[src/rtl/decPrinterPkg.sv]
package decPrinterPkg;

  typedef enum logic [1:0] {
    SEL_MINUS,
    SEL_DIGIT,
    SEL_CR,
    SEL_LF
  } byteSel_e;

  // strobes from control to datapath
  typedef struct packed {
    logic     load;
    logic     subStep;
    logic     digitDone;
    logic     sendByte;
    byteSel_e sel;
  } dpCtrl_t;

  // status from datapath to control
  typedef struct packed {
    logic negative;
    logic canSub;
    logic lastPow;
    logic digitVisible;
    logic txActive;
  } dpStat_t;

endpackage

[src/rtl/decPrinterDatapath.sv]
module decPrinterDatapath
  import decPrinterPkg::*;
#(
  parameter int VALUE_W = 32,
  parameter int DIGITS  = 10,
  parameter int DIV     = 434
) (
  input  logic               clk,
  input  logic               rst,
  input  dpCtrl_t            ctl,
  input  logic [VALUE_W-1:0] value,
  output dpStat_t            stat,
  output logic               txd
);

  localparam int IDX_W   = (DIGITS > 1) ? $clog2(DIGITS) : 1;
  localparam int BAUD_W  = $clog2(DIV + 1);
  localparam int FRAME_W = 10;

  function automatic logic [VALUE_W-1:0] powTen(input int idx);
    longint p;
    p = 1;
    for (int i = 0; i < idx; i++) p = p * 10;
    return p[VALUE_W-1:0];
  endfunction

  logic [VALUE_W-1:0] powTable [DIGITS];
  for (genvar g = 0; g < DIGITS; g++) begin : g_pow
    assign powTable[g] = powTen(g);
  end

  logic [VALUE_W-1:0] magReg;
  logic               negReg;
  logic [IDX_W-1:0]   powIdx;
  logic [3:0]         digitCnt;
  logic               seenNonZero;
  logic [FRAME_W-1:0] shiftReg;
  logic [3:0]         bitCnt;
  logic [BAUD_W-1:0]  baudCnt;
  logic               txActive;
  logic [VALUE_W-1:0] curPow;
  logic [7:0]         txByte;

  assign curPow = powTable[powIdx];

  always_comb begin
    unique case (ctl.sel)
      SEL_MINUS: txByte = 8'h2D;
      SEL_DIGIT: txByte = 8'h30 + {4'h0, digitCnt};
      SEL_CR:    txByte = 8'h0D;
      default:   txByte = 8'h0A;
    endcase
  end

  // conversion registers
  always_ff @(posedge clk) begin
    if (rst) begin
      magReg      <= '0;
      negReg      <= 1'b0;
      powIdx      <= '0;
      digitCnt    <= '0;
      seenNonZero <= 1'b0;
    end else if (ctl.load) begin
      negReg      <= value[VALUE_W-1];
      magReg      <= value[VALUE_W-1] ? (~value + 1'b1) : value;
      powIdx      <= IDX_W'(DIGITS - 1);
      digitCnt    <= '0;
      seenNonZero <= 1'b0;
    end else if (ctl.subStep) begin
      magReg   <= magReg - curPow;
      digitCnt <= digitCnt + 4'd1;
    end else if (ctl.digitDone) begin
      if (digitCnt != 4'd0) seenNonZero <= 1'b1;
      digitCnt <= '0;
      if (powIdx != '0) powIdx <= powIdx - 1'b1;
    end
  end

  // serial framer
  always_ff @(posedge clk) begin
    if (rst) begin
      shiftReg <= '1;
      bitCnt   <= '0;
      baudCnt  <= '0;
      txActive <= 1'b0;
    end else if (ctl.sendByte) begin
      shiftReg <= {1'b1, txByte, 1'b0};
      bitCnt   <= '0;
      baudCnt  <= '0;
      txActive <= 1'b1;
    end else if (txActive) begin
      if (baudCnt == BAUD_W'(DIV - 1)) begin
        baudCnt  <= '0;
        shiftReg <= {1'b1, shiftReg[FRAME_W-1:1]};
        bitCnt   <= bitCnt + 4'd1;
        if (bitCnt == 4'(FRAME_W - 1)) txActive <= 1'b0;
      end else begin
        baudCnt <= baudCnt + 1'b1;
      end
    end
  end

  assign txd = txActive ? shiftReg[0] : 1'b1;

  assign stat.negative     = negReg;
  assign stat.canSub       = (magReg >= curPow);
  assign stat.lastPow      = (powIdx == '0);
  assign stat.digitVisible = (digitCnt != 4'd0) || seenNonZero || (powIdx == '0);
  assign stat.txActive     = txActive;

  // the last bit of a frame is the high stop bit
  p_stop_high_r1: assert property (@(posedge clk) disable iff (rst)
    (txActive && bitCnt == 4'(FRAME_W - 1)) |-> txd);

  // a new byte is only loaded once the previous frame is over
  p_send_gap_r1: assert property (@(posedge clk) disable iff (rst)
    ctl.sendByte |-> !txActive);

  // repeated subtraction never yields a digit above nine
  p_digit_range_r3: assert property (@(posedge clk) disable iff (rst)
    digitCnt <= 4'd9);

  // a new value is only captured while the line is quiet
  p_load_idle_r6: assert property (@(posedge clk) disable iff (rst)
    ctl.load |-> !txActive);

endmodule

[src/rtl/decPrinterCtrl.sv]
module decPrinterCtrl
  import decPrinterPkg::*;
(
  input  logic    clk,
  input  logic    rst,
  input  logic    startPulse,
  input  dpStat_t stat,
  output dpCtrl_t ctl,
  output logic    busy
);

  typedef enum logic [2:0] {
    S_IDLE,
    S_SIGN,
    S_CALC,
    S_CR,
    S_LF,
    S_WAIT
  } state_e;

  state_e state, nextState, retState, retNext;

  always_comb begin
    ctl       = '0;
    ctl.sel   = SEL_DIGIT;
    nextState = state;
    retNext   = retState;
    unique case (state)
      S_IDLE: begin
        if (startPulse) begin
          ctl.load  = 1'b1;
          nextState = S_SIGN;
        end
      end
      S_SIGN: begin
        if (stat.negative) begin
          ctl.sendByte = 1'b1;
          ctl.sel      = SEL_MINUS;
          retNext      = S_CALC;
          nextState    = S_WAIT;
        end else begin
          nextState = S_CALC;
        end
      end
      S_CALC: begin
        if (stat.canSub) begin
          ctl.subStep = 1'b1;
        end else if (stat.digitVisible) begin
          ctl.sendByte  = 1'b1;
          ctl.sel       = SEL_DIGIT;
          ctl.digitDone = 1'b1;
          retNext       = stat.lastPow ? S_CR : S_CALC;
          nextState     = S_WAIT;
        end else begin
          ctl.digitDone = 1'b1;
        end
      end
      S_CR: begin
        ctl.sendByte = 1'b1;
        ctl.sel      = SEL_CR;
        retNext      = S_LF;
        nextState    = S_WAIT;
      end
      S_LF: begin
        ctl.sendByte = 1'b1;
        ctl.sel      = SEL_LF;
        retNext      = S_IDLE;
        nextState    = S_WAIT;
      end
      default: begin
        if (!stat.txActive) nextState = retState;
      end
    endcase
  end

  always_ff @(posedge clk) begin
    if (rst) begin
      state    <= S_IDLE;
      retState <= S_IDLE;
    end else begin
      state    <= nextState;
      retState <= retNext;
    end
  end

  assign busy = (state != S_IDLE);

  // a start pulse while idle raises busy on the next cycle
  p_busy_rise_r2: assert property (@(posedge clk) disable iff (rst)
    (startPulse && !busy) |=> busy);

  // entering the wait state always finds a frame on the wire
  p_wait_tx_r2: assert property (@(posedge clk) disable iff (rst)
    (state == S_WAIT && $past(state) != S_WAIT) |-> stat.txActive);

endmodule

[src/rtl/decPrinter.sv]
module decPrinter
  import decPrinterPkg::*;
#(
  parameter int CLK_HZ  = 50_000_000,
  parameter int BAUD    = 115_200,
  parameter int VALUE_W = 32
) (
  input  logic               clk,
  input  logic               rst,
  input  logic [VALUE_W-1:0] resultValue,
  input  logic               startPulse,
  output logic               busy,
  output logic               serialOut
);

  function automatic int countDigits(input int w);
    longint m;
    int n;
    m = longint'(1) << (w - 1);
    n = 0;
    while (m > 0) begin
      n++;
      m = m / 10;
    end
    return n;
  endfunction

  localparam int DIV    = (CLK_HZ / BAUD > 0) ? CLK_HZ / BAUD : 1;
  localparam int DIGITS = countDigits(VALUE_W);

  dpCtrl_t ctl;
  dpStat_t stat;

  decPrinterCtrl u_ctrl (
    .clk       (clk),
    .rst       (rst),
    .startPulse(startPulse),
    .stat      (stat),
    .ctl       (ctl),
    .busy      (busy)
  );

  decPrinterDatapath #(
    .VALUE_W(VALUE_W),
    .DIGITS (DIGITS),
    .DIV    (DIV)
  ) u_dp (
    .clk  (clk),
    .rst  (rst),
    .ctl  (ctl),
    .value(resultValue),
    .stat (stat),
    .txd  (serialOut)
  );

  // the line rests high whenever no printout is running
  p_idle_line_r8: assert property (@(posedge clk) disable iff (rst)
    !busy |-> serialOut);

endmodule

[config.mk]
export PLATFORM = sky130hd
export DESIGN_NAME = decPrinter
export DESIGN_NICKNAME = d
export VERILOG_FILES = /design/src/rtl/decPrinterPkg.sv /design/src/rtl/decPrinterDatapath.sv /design/src/rtl/decPrinterCtrl.sv /design/src/rtl/decPrinter.sv
export SDC_FILE = /design/constraint.sdc
export NUM_CORES = 1
export LEC_CHECK = 0
export ABC_AREA = 1
export ABC_CLOCK_PERIOD_IN_PS = 4600
export BUFFER_PORTS_ARGS = -buffer_cell sky130_fd_sc_hd__buf_2
export CORE_UTILIZATION = 45
export DETAILED_ROUTE_END_ITERATION = 16
export HOLD_SLACK_MARGIN = 0.15
export PLACE_DENSITY = 0.72
export SETUP_SLACK_MARGIN = 0.5
export SLEW_MARGIN = 20
export SYNTH_ARGS = -nofsm -noshare
export SYNTH_HDL_FRONTEND = slang
export SYNTH_HIERARCHICAL = 1
export SYNTH_SLANG_ARGS = --single-unit
[constraint.sdc]
create_clock -name clk -period 4.6 [get_ports clk]
set_input_delay 0.46 -clock clk [delete_from_list [all_inputs] [get_ports clk]]
set_output_delay 0.46 -clock clk [all_outputs]
set_load 0.01 [all_outputs]
== After elaboration in Yosys (flattened, before gate mapping) ==
Memory sizes are Yosys's and may differ from the RTL's.
Index checks and enable logic that the tools add are counted.

* $add $sub $neg: 7
* Magnitude comparators: 2
* Equality and inequality tests: 14
* Muxes and demuxes: 40
* Bitwise gates (word level): 3
* Reduce and logical (&&, ||, !) cells: 25

{| class="wikitable"
|+ Operator list
! kind !! number
|-
| 32-bit 2-to-1 mux || 5
|-
| 9-bit 2-to-1 mux || 4
|-
| 3-bit case mux with 4 select lines || 3
|-
| 32-bit by 1-bit adder with 32-bit output, second input constant || 1
|-
| 32-bit >= comparator || 1
|-
| 32-bit NOT || 1
|-
| 32-bit subtractor || 1
|-
| 3-bit 2-to-1 mux || 10
|-
| 4-bit 2-to-1 mux || 7
|-
| 8-bit case mux with 3 select lines || 1
|-
| 2-bit nonzero test || 6
|-
| 4-bit nonzero test || 3
|-
| 9-bit by 1-bit adder with 9-bit output, second input constant || 1
|-
| 9-bit equality test, second input constant || 1
|-
| 1-bit 2-to-1 mux || 9
|-
| 3-bit AND reduction || 3
|-
| 4-bit by 1-bit adder with 4-bit output, second input constant || 2
|-
| 4-bit AND reduction || 2
|-
| 6-bit by 4-bit adder with 7-bit output, first input constant || 1
|-
| 3-bit by 2-bit equality test with 1-bit output, second input constant || 2
|-
| 2-bit != test, second input constant || 3
|-
| 2-bit OR reduction || 3
|-
| 5-bit >= comparator, second input constant || 1
|-
| 5-bit != test, second input constant || 1
|-
| 16 further kinds || 19
|}

* Bits in registers: 71
* Memory bits (read-only): 512
* Bits of input ports: 35
* Output and inout bits: 2
* Logic and storage cells: 104
* Memories: 1

{| class="wikitable"
|+ Memory list
! memory !! words !! width !! read ports !! clocked after memory_dff !! write ports !! RTL line !! RTL
|-
| (no name shown) || 16 || 32 || 1 || 0 || 0 || decPrinterDatapath.sv:44 || <nowiki>assign curPow = powTable[powIdx];</nowiki>
|}

== Logic depth before layout (Yosys ltp) ==
Gate-level depths: netlist of run 1.

* Word-level depth: 10
* Mapped depth: 27
* Mapped depth without buffers: 25

== Cells and area by module ==
Netlist of run 1, hierarchy kept.

{| class="wikitable"
|+ Modules (own cells, without submodules)
! module !! instances !! cells each !! area each (µm²) !! sequential area each (µm²)
|-
| decPrinterDatapath || 1 || 1,130 || 6,505.0 || 1,301.2
|-
| decPrinterCtrl || 1 || 70 || 421.7 || 120.1
|}

== Least setup slack after synthesis of run 1 ==
Ideal clock, no wire load.

* Path type: register to register
* Start: register u_dp.powIdx[0]
* End: register u_dp.magReg[1]
* Library setup time: 74 ps
* Arrival time: 3,318 ps
* Data required time: 4,526 ps
* Path slack: 1,208 ps
* Stages on the path, launching flop included: 24
* Path buffers: 1
* Clock period less this slack: 3,392 ps
* Cells stage by stage: dfxtp_1 -> inv_1 -> ha_1 -> nand2_1 -> inv_1 -> ha_1 -> fa_1 -> inv_1 -> nand3_1 -> nand3_1 -> a21oi_1 -> nor2_1 -> nor2_1 -> inv_1 -> nand2_1 -> nand3_1 -> inv_1 -> nor2_1 -> clkbuf_2 -> inv_1 -> nor2_1 -> inv_1 -> or2_2 -> a31oi_1

{| class="wikitable"
|+ RTL lines
! what !! RTL line !! RTL
|-
| start, declared || decPrinterDatapath.sv:34 || <nowiki>logic [IDX_W-1:0] powIdx;</nowiki>
|-
| start signal, assigned || decPrinterDatapath.sv:66 || <nowiki>powIdx <= IDX_W'(DIGITS - 1);</nowiki>
|-
| start signal, assigned || decPrinterDatapath.sv:75 || <nowiki>if (powIdx != '0) powIdx <= powIdx - 1'b1;</nowiki>
|-
| end signal, assigned || decPrinterDatapath.sv:65 || <nowiki>magReg <= value[VALUE_W-1] ? (~value + 1'b1) : value;</nowiki>
|-
| end signal, assigned || decPrinterDatapath.sv:70 || <nowiki>magReg <= magReg - curPow;</nowiki>
|-
| end, declared || decPrinterDatapath.sv:32 || <nowiki>logic [VALUE_W-1:0] magReg;</nowiki>
|}

==> impl_metrics.yaml, run 1 <==
setup_path:
  crit_path_end_kind: "register"
  crit_slowest_cell: "ha_1"
  worstPathRequired_ps: 4820
  max_stage_delay_ps: 390
  start_kind: "register"
  cp.arrival_ps: 3950
  cp_num_buf_inv: 4
  worstSetupPathType: "register to register"
  crit_family: "simple AND/OR/NAND/NOR gates"
  cp_max_fo: 13
  worstPathCellList: "inv_1, ha_1, inv_1, o21ai_1, nand2_1, ha_1, nand2_2, nor2_2, nand2_1, nor3_1, nand2_1, nand3_1, inv_1, nor2_4, nor2_1, buf_4, a21oi_1, a21oi_1"
clock_tree:
  ctsLongestPathBuffers: 2
  path_clk_slew_ps: 70
  cts_tree: "done"
  clk_latency_ps: 360
  clock-root-buffer: "clkbuf_16"
  clock-sinks: 71
  numCtsBuffers: 9
  htree_levels: 3
  post_cts_buffers: 0
power_and_ir_drop:
  power.total_mw: 6.09
  peakVddDrop_uv: 457
  p_leak_nw: 3.89
  power_density_mw_per_mm2: 803
synth:
  ys_seq_area_share_pct: 20.5
  synth_area_mm2: 0.00693
  synth_edf_count: 0
  synth_top_area_share_pct: 20.5
  synth.most_common_cell: "nand2_1"
  synth-async-reset-ratio_pct: 0
  syn_avg_cell_area_um2: 5.77
  syn_inst: 1200
  synth_cell_types: 47
  synth-seq-cells: 71
  synth_ff_type: "dfxtp_1"
  syn-num-nets: 1279
  ys_top_cells_by_count: "nand2_1 (334), inv_1 (187), nor2_1 (140), a21oi_1 (88), nand3_1 (86)"
  synth_area_leaders: "dfxtp_1 (21%), nand2_1 (18%), inv_1 (10%)"
  ys_warn_count: 6
  synth_top_area_cell: "dfxtp_1"
grt:
  gr-total-overflow: 0
  grt_pass1_wl_um: 32400
  grt_pass1_vias: 6696
  grt_usage_pct: 25.8
  antenna_found_initial: 0
  grt_max_degree: 42
timing:
  fin_crit_ps: 3730
  worst_pin_slew_ps: 1060
  fin_hold_ws_ps: 461
  rsz0062_at_grt: "no"
  tns_ps: 0
  finalCritPeriodShare_pct: 81.1
  finalSetupViolations: 0
  timing.fmax_mhz: 268
  slew_viol_final: 0
  slew_headroom_pct: 29.3
  timing.final.hold_violations: 0
  finClkSkew_ps: 8.21
detailed_routing:
  first_pass_iters: 5
  wl_per_cell_um: 14.0
  vias: 7394
  drtIter0Drc: 455
  ant_nets: 0
  routed_wl_um: 19800
  drc: 0
  vias_per_cell: 5.23
place:
  dp_hpwl_um: 15800
  routabilityCongestion: 1.02
  placed_cells: 1397
  numPortBuffers: 36
cells_and_area:
  nNetsFinal: 1303
  final_cells: 1413
  syn2layout_area_growth_pct: 9.36
  drive_gt1_share_pct: 11.4
  utilization_pct: 51.3
  antennaDiodeCount: 0
  fill_cells: 1510
floorplanning:
  fp-row-count: 44
  dieArea_mm2: 0.0159
  design.core.area_mm2: 0.0148
  die_y_um: 126
  die_x_um: 126
  io_pins: 37
  floorplan.initialDensity_pct: 46.9
outcome:
  status: "completed"
job:
  maxCapViolations: 0
worst_hold_path:
  min_path_type: "input port to register"
-- layer usage --
layer | track usage, % | share of wire (%)
met1 | 32.2 | 44
met2 | 42.2 | 45
met3 | 5.27 | 6.4
met4 | 12.5 | 4.0
met5 | 0 | 0
-- registers in the layout (all words and copies together), names as in the netlist --
signal / count
u_ctrl/retState: 3
u_ctrl/state: 3
u_dp/baudCnt: 9
u_dp/bitCnt: 4
u_dp/digitCnt: 4
u_dp/magReg: 32
u_dp/negReg: 1
u_dp/powIdx: 4
u_dp/seenNonZero: 1
u_dp/shiftReg: 9
u_dp/txActive: 1
-- where the power goes --
| group | internal (mW) | switching (mW) |
|---|---|---|
| sequential | 0.822 | 0.163 |
| clock | 0.375 | 0.313 |
| combinational | 1.44 | 2.97 |
-- cell usage in the layout, fill, tap and decap left out, types with 9 or more instances in the layout --
| master | count |
|---|---|
| clkbuf_16 | 9 |
| nor2_1 | 135 |
| inv_2 | 9 |
| nand2_1 | 333 |
| inv_1 | 186 |
| nor2_4 | 13 |
| nor2_2 | 11 |
| nor3_1 | 14 |
| nand3_2 | 10 |
| dfxtp_1 | 70 |
| buf_2 | 36 |
| nand3_1 | 86 |
| nand4_1 | 11 |
| ha_1 | 43 |
| o21ai_0 | 66 |
| a21oi_1 | 88 |
| nand2_2 | 26 |
-- kinds of logic (layout without fill, tap and decap cells) --
group | count (synthesis) | after routing | share of synthesized area [%]
and+or+nand+nor | 659 | 659 | 42.2
adders and majority gates | 44 | 44 | 8.06
AOI/OAI and AO/OA | 194 | 194 | 15.5
xor gates and xnor gates | 10 | 10 | 1.26
DFF | 71 | 71 | 20.5
buffers and inverters | 222 | 251 | 12.5
-- path summary, 6_finish.rpt --
check	end	cells past startpoint	startpoint	slack (ps)
max reg2reg	u_dp/magReg[18]$_SDFFE_PP0P_	18	u_dp/powIdx[0]$_SDFFE_PP0P_	870
min reg2reg	u_dp/baudCnt[8]$_SDFFE_PP0P_	2	u_dp/baudCnt[8]$_SDFFE_PP0P_	460
min	u_dp/magReg[12]$_SDFFE_PP0P_	3	resultValue[12]	460
max	u_dp/magReg[18]$_SDFFE_PP0P_	18	u_dp/powIdx[0]$_SDFFE_PP0P_	870
-- cell type report --
class,instances,area (um^2),share of cell area (%)
multi-input cells,907,4680,61.8
clock inverters,7,61.3,0.809
well taps,184,230,3.04
repair buffers,39,215,2.84
inverters,196,738,9.75
clock buffers,9,225,2.97
flip-flops and latches,71,1420,18.8
-- worst register-to-register path: cells and delay by family, from the launching register on --
kind | cells | cell delay (ps)
adders and majority gates | 2 | 620
buffers and inverters | 4 | 560
and+or+nand+nor | 9 | 1380
DFF | 1 | 370
AOI/OAI and AO/OA | 3 | 700
-- per-stage QoR --
stage	worst slack, ps	cell area, um^2
after floorplan	1210	6930
after global placement	304	7230
after detailed placement	365	7230
after CTS	563	7520
after global routing	493	7570
final	871	7570
-- timing repair --
action / CTS / global route
resized for setup: 3 / 17
endpoints found under the setup margin: 7 / 57
hold buffers: 0 / 0
Power figures use the tool's default switching activity.
==> run 2, diff against run 1 <==
--- a/config.mk
+++ b/config.mk
@@ -6,12 +6,12 @@
 export NUM_CORES = 1
 export LEC_CHECK = 0
 export ABC_AREA = 1
-export ABC_CLOCK_PERIOD_IN_PS = 4600
+export ABC_CLOCK_PERIOD_IN_PS = 3300
 export BUFFER_PORTS_ARGS = -buffer_cell sky130_fd_sc_hd__buf_2
 export CORE_UTILIZATION = 45
 export DETAILED_ROUTE_END_ITERATION = 16
 export HOLD_SLACK_MARGIN = 0.15
-export PLACE_DENSITY = 0.72
+export PLACE_DENSITY = 0.74
 export SETUP_SLACK_MARGIN = 0.5
 export SLEW_MARGIN = 20
 export SYNTH_ARGS = -nofsm -noshare
==> constraint.sdc (replaced) <==
create_clock -name clk -period 3.3 [get_ports clk]
set_input_delay 0.33 -clock clk [delete_from_list [all_inputs] [get_ports clk]]
set_output_delay 0.33 -clock clk [all_outputs]
set_load 0.01 [all_outputs]
==> impl_metrics.yaml, run 2 (same netlist as run 1, synthesis figures left out) <==
grt:
  antenna_found_initial: 0
  grt_usage_pct: 33.1
  grt_pass1_vias: 8141
  grt_max_degree: 36
  grt_pass1_wl_um: 41400
  gr-total-overflow: 0
timing:
  rsz0062_at_grt: "yes"
  worst_pin_slew_ps: 1120
  fin_crit_ps: 3920
  slew_viol_final: 0
  finalSetupViolations: 70
  slew_headroom_pct: 25.1
  finalCritPeriodShare_pct: 119
  finalWorstSetupSlack_ps: -619
  finClkSkew_ps: 7.81
  timing.fmax_mhz: 255
  timing.final.hold_violations: 0
detailed_routing:
  drtIter0Drc: 1562
  wl_per_cell_um: 20.6
  routed_wl_um: 31800
  drc: 0
  ant_nets: 0
  vias_per_cell: 6.17
  vias: 9539
  first_pass_iters: 9
cells_and_area:
  final_cells: 1546
  layout_common_cells: "nand2_1 (292), inv_1 (164), nor2_1 (112), buf_4 (100), nand3_1 (77)"
  nNetsFinal: 1436
  antennaDiodeCount: 0
  seqCellArea_mm2: 0.00143
  utilization_pct: 65.7
  largest_register_ffs: 32
  largest-register: "u_dp/magReg"
  top_regs: "u_dp/magReg (32), u_dp/baudCnt (9), u_dp/shiftReg (9)"
  drive_gt1_share_pct: 31.6
  fill_cells: 1110
  multi_input_area_mm2: 0.00551
  syn2layout_area_growth_pct: 40.0
  final_common_cell: "nand2_1"
clock_tree:
  path_clk_slew_ps: 70
  cts_tree: "done"
  clock-root-buffer: "clkbuf_16"
  htree_levels: 3
  ctsLongestPathBuffers: 2
  clk_latency_ps: 360
  clock-sinks: 71
  numCtsBuffers: 9
setup_path:
  critPathMostFrequentCell: "nand2_1"
  cp_max_fo: 5
  start_kind: "register"
  max_stage_delay_ps: 450
  critical_path.reg2reg.endpoint: "u_dp/shiftReg[2]$_SDFFE_PP1P_"
  crit_path_end_kind: "register"
  path_depth: 22
  worstPathRequired_ps: 3570
  r2r_start: "u_dp/powIdx[3]$_SDFFE_PP0P_"
  cp_num_buf_inv: 5
  worstPathCellList: "inv_1, nor2_1, inv_1, ha_1, buf_4, nand2_1, nand2_1, nand2_1, nand2_1, a21oi_4, nor3_2, nor3_2, nand3_4, nor2_4, nand2_2, nand2_4, buf_6, buf_6, nor2_1, nor2_1, nand3_2, nand3_1"
  crit_slowest_cell: "nor3_2"
  rrSetupSlack_ps: -620
  worstSetupPathType: "register to register"
  cp.arrival_ps: 4190
  crit_family: "simple AND/OR/NAND/NOR gates"
  ff2ff_path_depth: 22
place:
  numPortBuffers: 36
  placed_cells: 1422
  dp_hpwl_um: 16000
  routabilityCongestion: 0.994
worst_hold_path:
  hp-start: "resultValue[12]"
  min_path_cells: 3
  min_path_type: "input port to register"
  holdPathEnd: "u_dp/magReg[12]$_SDFFE_PP0P_"
floorplanning:
  die_x_um: 126
  floorplan.initialDensity_pct: 46.9
  design.core.area_mm2: 0.0148
  die_y_um: 126
  dieArea_mm2: 0.0159
  fp-row-count: 44
  io_pins: 37
job:
  maxCapViolations: 0
outcome:
  status: "finished with violations"
  violations: "negative setup slack"
==> run 2: cell type report <==
class	instances	area share [%]
clock buffers	9	2.32
repair buffers	171	14.9
inverters	196	8.10
repair inverters	1	0.0774
flip-flops and latches	71	14.8
well taps	184	2.37
multi-input cells	907	56.8
clock inverters	7	0.658
==> run 2: worst max path at each step <==
stage / startpoint / endpoint
after floorplan: u_dp/powIdx[2]$_SDFFE_PP0P_ / u_dp/magReg[3]$_SDFFE_PP0P_
after global placement: u_dp/powIdx[0]$_SDFFE_PP0P_ / u_dp/shiftReg[4]$_SDFFE_PP1P_
after detailed placement: u_dp/powIdx[0]$_SDFFE_PP0P_ / u_dp/shiftReg[4]$_SDFFE_PP1P_
after CTS: u_dp/powIdx[0]$_SDFFE_PP0P_ / u_dp/powIdx[3]$_SDFFE_PP0P_
after global routing: u_dp/powIdx[3]$_SDFFE_PP0P_ / u_dp/shiftReg[2]$_SDFFE_PP1P_
final: u_dp/powIdx[3]$_SDFFE_PP0P_ / u_dp/shiftReg[2]$_SDFFE_PP1P_
==> run 2: routing by layer <==
metal	track usage [%]	vias to the layer above	routed length (um)	share of wire, %
met1	40.8	4206	11000	34
li1	-	4158	-	-
met3	6.37	326	4500	14
met5	0	-	0	0
met4	19.8	0	2740	8.6
met2	53.5	849	13600	43
==> run 2: worst min-delay path: cells and delay by family <==
kind | cells | cell delay (ps)
xor+xnor | 1 | 130
compound gates | 1 | 60
buf+inv | 1 | 120
==> run 2: repair_timing <==
| action | in CTS | in global routing |
|---|---|---|
| endpoints found under the setup margin | 68 | 70 |
| buffers inserted | 77 | 26 |
| gates cloned | 5 | 0 |
| hold buffers | 0 | 0 |
| pin swaps | 59 | 50 |
| endpoints found under the hold margin | 0 | 0 |
| gates resized for setup | 134 | 100 |
==> run 2: through the flow <==
stage	setup TNS (ps)	hold slack, ps	worst slack, ps	cell area [um^2]
5_1_grt	-30560	339	-599	9700
4_1_cts	0	318	221	9100
3_3_place_gp	0	454	107	7650
2_1_floorplan	0	399	437	7170
3_5_place_dp	0	456	14.9	7650
6_report	-26770	328	-619	9700
Power of run 2 is left out: the tool's default activity adds up to more than one toggle a clock period on the data nets, which glitch-free logic cannot reach.
